### src/rtl/apc_pkg.sv
package apc_pkg;

    localparam int CFG_W  = 8;
    localparam int PERM_W = 3;

    typedef logic [PERM_W-1:0] perm_t;

    localparam perm_t P_NONE = 3'b000;
    localparam perm_t P_R    = 3'b001;
    localparam perm_t P_X    = 3'b100;
    localparam perm_t P_RW   = 3'b011;
    localparam perm_t P_RX   = 3'b101;
    localparam perm_t P_RWX  = 3'b111;

    typedef struct packed {
        logic       lock;
        logic [1:0] spare;
        logic [1:0] amode;
        logic       x;
        logic       w;
        logic       r;
    } cfg_t;

    typedef struct packed {
        logic  grant;
        perm_t allow;
    } verdict_t;

    typedef enum logic [1:0] {
        HIT_NONE    = 2'd0,
        HIT_PARTIAL = 2'd1,
        HIT_FULL    = 2'd2
    } hit_e;

    function automatic logic cfg_active(cfg_t c);
        return c.amode != 2'b00;
    endfunction

    function automatic perm_t cfg_perm(cfg_t c);
        return {c.x, c.w, c.r};
    endfunction

    function automatic logic [3:0] lockdown_index(cfg_t c);
        return {c.lock, c.r, c.w, c.x};
    endfunction

    function automatic perm_t lockdown_machine(logic [3:0] idx);
        case (idx)
            4'd2, 4'd3, 4'd14: return P_RW;
            4'd9, 4'd10:       return P_X;
            4'd11, 4'd13:      return P_RX;
            4'd12, 4'd15:      return P_R;
            default:           return P_NONE;
        endcase
    endfunction

    function automatic perm_t lockdown_lower(logic [3:0] idx);
        case (idx)
            4'd1, 4'd10, 4'd11: return P_X;
            4'd2, 4'd4, 4'd15:  return P_R;
            4'd3, 4'd6:         return P_RW;
            4'd5:               return P_RX;
            4'd7:               return P_RWX;
            default:            return P_NONE;
        endcase
    endfunction

    function automatic perm_t legacy_perm(cfg_t c, logic mmode);
        if (mmode && !c.lock) return P_RWX;
        return cfg_perm(c);
    endfunction

    function automatic perm_t entry_perm(cfg_t c, logic mmode, logic lockdown);
        if (!lockdown) return legacy_perm(c, mmode);
        if (mmode)     return lockdown_machine(lockdown_index(c));
        return lockdown_lower(lockdown_index(c));
    endfunction

    function automatic logic covers(perm_t want, perm_t have);
        return (want & have) == want;
    endfunction

    function automatic verdict_t default_verdict(logic whitelist, logic lockdown,
                                                 logic mmode, perm_t want);
        verdict_t v;
        v = '{grant: 1'b0, allow: P_NONE};
        if (whitelist) begin
            v = '{grant: 1'b0, allow: P_NONE};
        end else if (lockdown) begin
            if (mmode && !want[2]) v = '{grant: 1'b1, allow: P_RW};
        end else if (mmode) begin
            v = '{grant: 1'b1, allow: P_RWX};
        end
        return v;
    endfunction

endpackage

### src/rtl/apc_prio_pick.sv
module apc_prio_pick
    import apc_pkg::*;
#(
    parameter int NUM_ENT = 8
) (
    input  logic [NUM_ENT-1:0] active,
    input  logic [NUM_ENT-1:0] has_first,
    input  logic [NUM_ENT-1:0] has_last,
    output logic [NUM_ENT-1:0] sel_oh,
    output hit_e               kind
);
    logic [NUM_ENT-1:0] touched;
    logic [NUM_ENT-1:0] split;

    always_comb begin
        touched = active & (has_first | has_last);
        split   = has_first ^ has_last;
        sel_oh  = touched & (~touched + NUM_ENT'(1));
        if (sel_oh == '0)            kind = HIT_NONE;
        else if ((sel_oh & split) != '0) kind = HIT_PARTIAL;
        else                         kind = HIT_FULL;
    end
endmodule

### config.mk
export PLATFORM = sky130hd
export DESIGN_NAME = apc_prio_pick
export DESIGN_NICKNAME = d
export VERILOG_FILES = /design/src/rtl/apc_pkg.sv /design/src/rtl/apc_prio_pick.sv
export SDC_FILE = /design/constraint.sdc
export NUM_CORES = 1
export LEC_CHECK = 0
export BUFFER_PORTS_ARGS = -buffer_cell sky130_fd_sc_hd__buf_2
export CAP_MARGIN = 20
export CORE_AREA = 3 3 40 42
export DETAILED_ROUTE_END_ITERATION = 6
export DIE_AREA = 0 0 43 45
export GPL_TIMING_DRIVEN = 1
export PLACE_DENSITY = 0.74
export SETUP_SLACK_MARGIN = 0.4
export SKIP_LAST_GASP = 1
export SYNTH_ARGS = -nofsm -noshare
export SYNTH_HDL_FRONTEND = slang
export SYNTH_SLANG_ARGS = --single-unit
### constraint.sdc
create_clock -name vclk -period 1.2
set_clock_uncertainty 0.05 [all_clocks]
set_input_delay 0.12 -clock vclk [all_inputs]
set_output_delay 0.12 -clock vclk [all_outputs]
set_load 0.02 [all_outputs]
# ---- Word level (Yosys, flattened, before mapping)
# Cells that the tools add are included.
# Widths: inputs -> output; s select.
dict set report classes {
  add_sub_neg 1
  n_mux 2
  bitwise 6
  n_reduce_logical 2
}
# operator count
set op_table {}
lappend op_table {{$and 8x8->8} 3}
lappend op_table {{$add 8x1->8 const B} 1}
lappend op_table {{$logic_not 8->1} 1}
lappend op_table {{$not 8->8} 1}
lappend op_table {{$or 8x8->8} 1}
lappend op_table {{$reduce_bool 8->1} 1}
lappend op_table {{$xor 8x8->8} 1}
lappend op_table {{$mux 2} 2}
dict set report word_totals {
  reg_bits 0
  input_bits 24
  output_inout_bits 10
  wordCells 11
}

# ---- Depth between registers and ports, before layout
dict set report logic_depth {
  depth_word 9
  depth_mapped 6
  mapped_depth_nobuf 6
}

# ---- Least setup slack after synthesis
# No wires, ideal clock.
dict set report synth_timing {
  path_type {input to output}
  start {input has_first[5]}
  end {output kind[0]}
  arrival_ps 1196
  required_time_ps 1030
  slack_ps -166
  path_stages 6
  n_path_buf 0
  path_cell_list {inv_1 > ha_1 > nand2b_1 > nand4b_1 > o2bb2a_2 > o221ai_1}
}
dict set report synth_between {
  elab_chain_cells 9
  word_cells_on_any_way 11
  cone_classes {add/sub (1); mux (2); bitwise (6); reduce/logical (2)}
}
# element line
set synth_lines {}
lappend synth_lines {{start: declaration} apc_prio_pick.sv:7} ;# input logic [NUM_ENT-1:0] has_first,
lappend synth_lines {{$or 8x8->8} apc_prio_pick.sv:16} ;# touched = active & (has_first | has_last);
lappend synth_lines {{$and 8x8->8} apc_prio_pick.sv:16}
lappend synth_lines {{$not 8->8} apc_prio_pick.sv:18} ;# sel_oh = touched & (~touched + NUM_ENT'(1));
lappend synth_lines {{$add 8x1->8} apc_prio_pick.sv:18}
lappend synth_lines {{$and 8x8->8} apc_prio_pick.sv:18}
lappend synth_lines {{$and 8x8->8} apc_prio_pick.sv:20} ;# else if ((sel_oh & split) != '0) kind = HIT_PARTIAL;
lappend synth_lines {{$reduce_bool 8->1} apc_prio_pick.sv:20}
lappend synth_lines {{$mux 2} apc_prio_pick.sv:20}
lappend synth_lines {{$mux 2 (*)} apc_prio_pick.sv:19} ;# if (sel_oh == '0) kind = HIT_NONE;
lappend synth_lines {{end: declaration} apc_prio_pick.sv:10} ;# output hit_e kind
# Mark *: on every way between the ends. The rest lies on a longest branch, timed or not.

# ---- Worst setup path after layout
dict set report layout_timing {
  start {input has_first[2]}
  end {output kind[1]}
}
# Same word-level chain as after synthesis.

==> results_dict.tcl <==
set metrics [dict create \
    drt_pass1_iterations 4 \
    worst_pin_slew_ns 0.2618 \
    grt_first_pass_wirelength_um 2511 \
    drive_gt1_share_pct 90.35 \
    cap_violations 0 \
    slew_headroom_pct 82.43 \
    drt-initial-drc-count 15 \
    whs_ns 0.5928 \
    period_share_pct 123.1 \
    finalCriticalPeriod_ns 1.477 \
    p_total_w 0.0005761 \
    floorplan.rows 13 \
    hp-class "input port to primary output" \
    n_antenna_cell 0 \
    synth_area_um2 391.6 \
    ir_drop_v 0.0002937 \
    grt.total_usage_pct 16.20 \
    drc 0 \
    synth_nets 93 \
    rsz0062_at_grt "yes" \
    seq_cells 0 \
    crit_arrival_ns 1.31 \
    postSynthAreaPerCell_um2 6.420 \
    portBuffers 34 \
    path_buf_inv 3 \
    criticalPathCategory "input port to primary output" \
    cpMostUsedCell "nand2b_4" \
    fill_cells 19 \
    cp_cell_sequence "buf_2 > inv_2 > ha_4 > nand2b_4 > nand4_1 > nand2b_4 > o221a_4 > buf_6" \
    cp-start-kind "input port" \
    hpwl_um 1173 \
    max_freq_mhz 677.2 \
    finalMaxSlewViolations 0 \
    gr-total-overflow 0 \
    crit_fanout 4 \
    cp_top_family "simple AND/OR/NAND/NOR gates" \
    initial_utilization_pct 30.48 \
    netlist_top_cells_count "inv_1 (21), ha_1 (8), nand2b_1 (6)" \
    sw_frac_of_total_pct 45.98 \
    die_area_mm2 0.001935 \
    synth_cells 61 \
    power-per-cell-area_mw_per_mm2 458.6 \
    die_h_um 45 \
    fp.dieW_um 43 \
    yosysTopAreaCell "ha_1" \
    setup_ws_ns -0.2766 \
    area_growth_pct 220.8 \
    finalWirelength_um 2935 \
    vias_per_cell 5.481 \
    ys_warn_count 0 \
    clkPwrFrac_pct 0 \
    violations "negative setup slack" \
    cpMaxStageDelayCell "nand2b_4" \
    antenna_found_initial 0 \
    dr_total_vias 707 \
    switching_power_w 0.0002649 \
    clockBufferCount 0 \
    p_leak_nw 0.5798 \
    core_area_mm2 0.001285 \
    netlist_top_cells_area "ha_1 (26%), inv_1 (20%), nand2b_1 (9.6%), nor2_1 (4.8%), nor2b_1 (4.8%)" \
    status "complete, but fails checks" \
    pwr-share-seq_pct 0 \
    grt_pass1_vias 628 \
    internal-power_w 0.0003112 \
    pre_cts_ws_ns -0.3237 \
    cp.required_ns 1.03 \
    antenna_left 0 \
    max_stage_delay_ns 0.23 \
    ios 34 \
    seq_area_frac_synth_pct 0 \
    dp.cells 116 \
    synth_most_common_cell "inv_1" \
    regArea_um2 0 \
    setup-violations-final 7 \
    place_congestion 0.6764 \
    pwr-share-comb_pct 100.0 \
    fin_cells 129 \
    grt_max_degree 7 \
    hold_viol 0 \
    wire_per_inst_um 22.75 \
    nNetsFinal 148 \
    synth_cell_types 19 \
    yosysTopAreaCellShare_pct 25.56 \
    endpoint_kind "primary output" \
]
==> power groups by stage <==
| stage | clock [W] | sequential [W] | combinational, W |
|---|---|---|---|
| floorplan | 0 | 0 | 0.000264 |
| global route | 0 | 0 | 0.000600 |
| finish | 0 | 0 | 0.000576 |
| detailed placement | 0 | 0 | 0.000391 |
| global placement | 0 | 0 | 0.000379 |
| CTS | 0 | 0 | 0.000476 |
==> per-stage QoR <==
stage,setup TNS (ns),utilization (%),instance area [µm²]
3_3_place_gp,-0.9181,72.74,934.6
6_report,-1.629,97.76,1256
3_5_place_dp,-1.135,72.74,934.6
4_1_cts,-0.7336,87.83,1129
2_1_floorplan,0,-,700.7
5_1_grt,-1.863,97.76,1256
==> layout make-up <==
class / instances / area [µm²] / area share, %
tap: 15 / 18.77 / 1.494
timing repair buffer: 53 / 491.7 / 39.14
inverter: 21 / 133.9 / 10.66
multi-input combinational: 40 / 611.8 / 48.71
==> placed cells by master, fill, tap and decap left out, drive strengths merged, types with 2 or more instances in the layout <==
cell type,n
a21oi,2
nor2b,3
o21ai,2
buf,53
and3,2
nand2b,8
nor2,5
clkinv,3
inv,18
ha,8
==> logic make-up after synthesis <==
kind of cell / after synthesis / synth area share (%)
AO/OA/AOI/OAI: 10 / 19.17
adder cells (fa/ha/maj): 8 / 25.56
buffers and inverters: 21 / 20.13
AND/OR/NAND/NOR: 22 / 35.15
==> repair_timing <==
action / in CTS / in global routing
gates cloned: 0 / 0
endpoints found under the hold margin: 0 / 0
hold buffers: 0 / 0
endpoints found under the setup margin: 10 / 10
buffers inserted: 4 / 9
gates resized for setup: 44 / 17
pin swaps: 16 / 12
==> worst paths after layout <==
check    startpoint         to  slack (ns)  cells after the start
max    has_first[2]    kind[1]       -0.28                      8
min       active[4]  sel_oh[4]        0.59                      4
==> worst min-delay path, cell delays in order <==
cell,delay (ns)
buf_2,0.12
nand2b_4,0.09
nor2_1,0.05
buf_4,0.14
==> routing by layer <==
layer	vias up	global-route usage [%]	wire [µm]
met5	-	0	0
met4	0	0.6024	135
met3	12	0	140
met2	40	36.23	1637
met1	350	17.46	1022
li1	305	-	-
(Power assumes the default switching activity.)
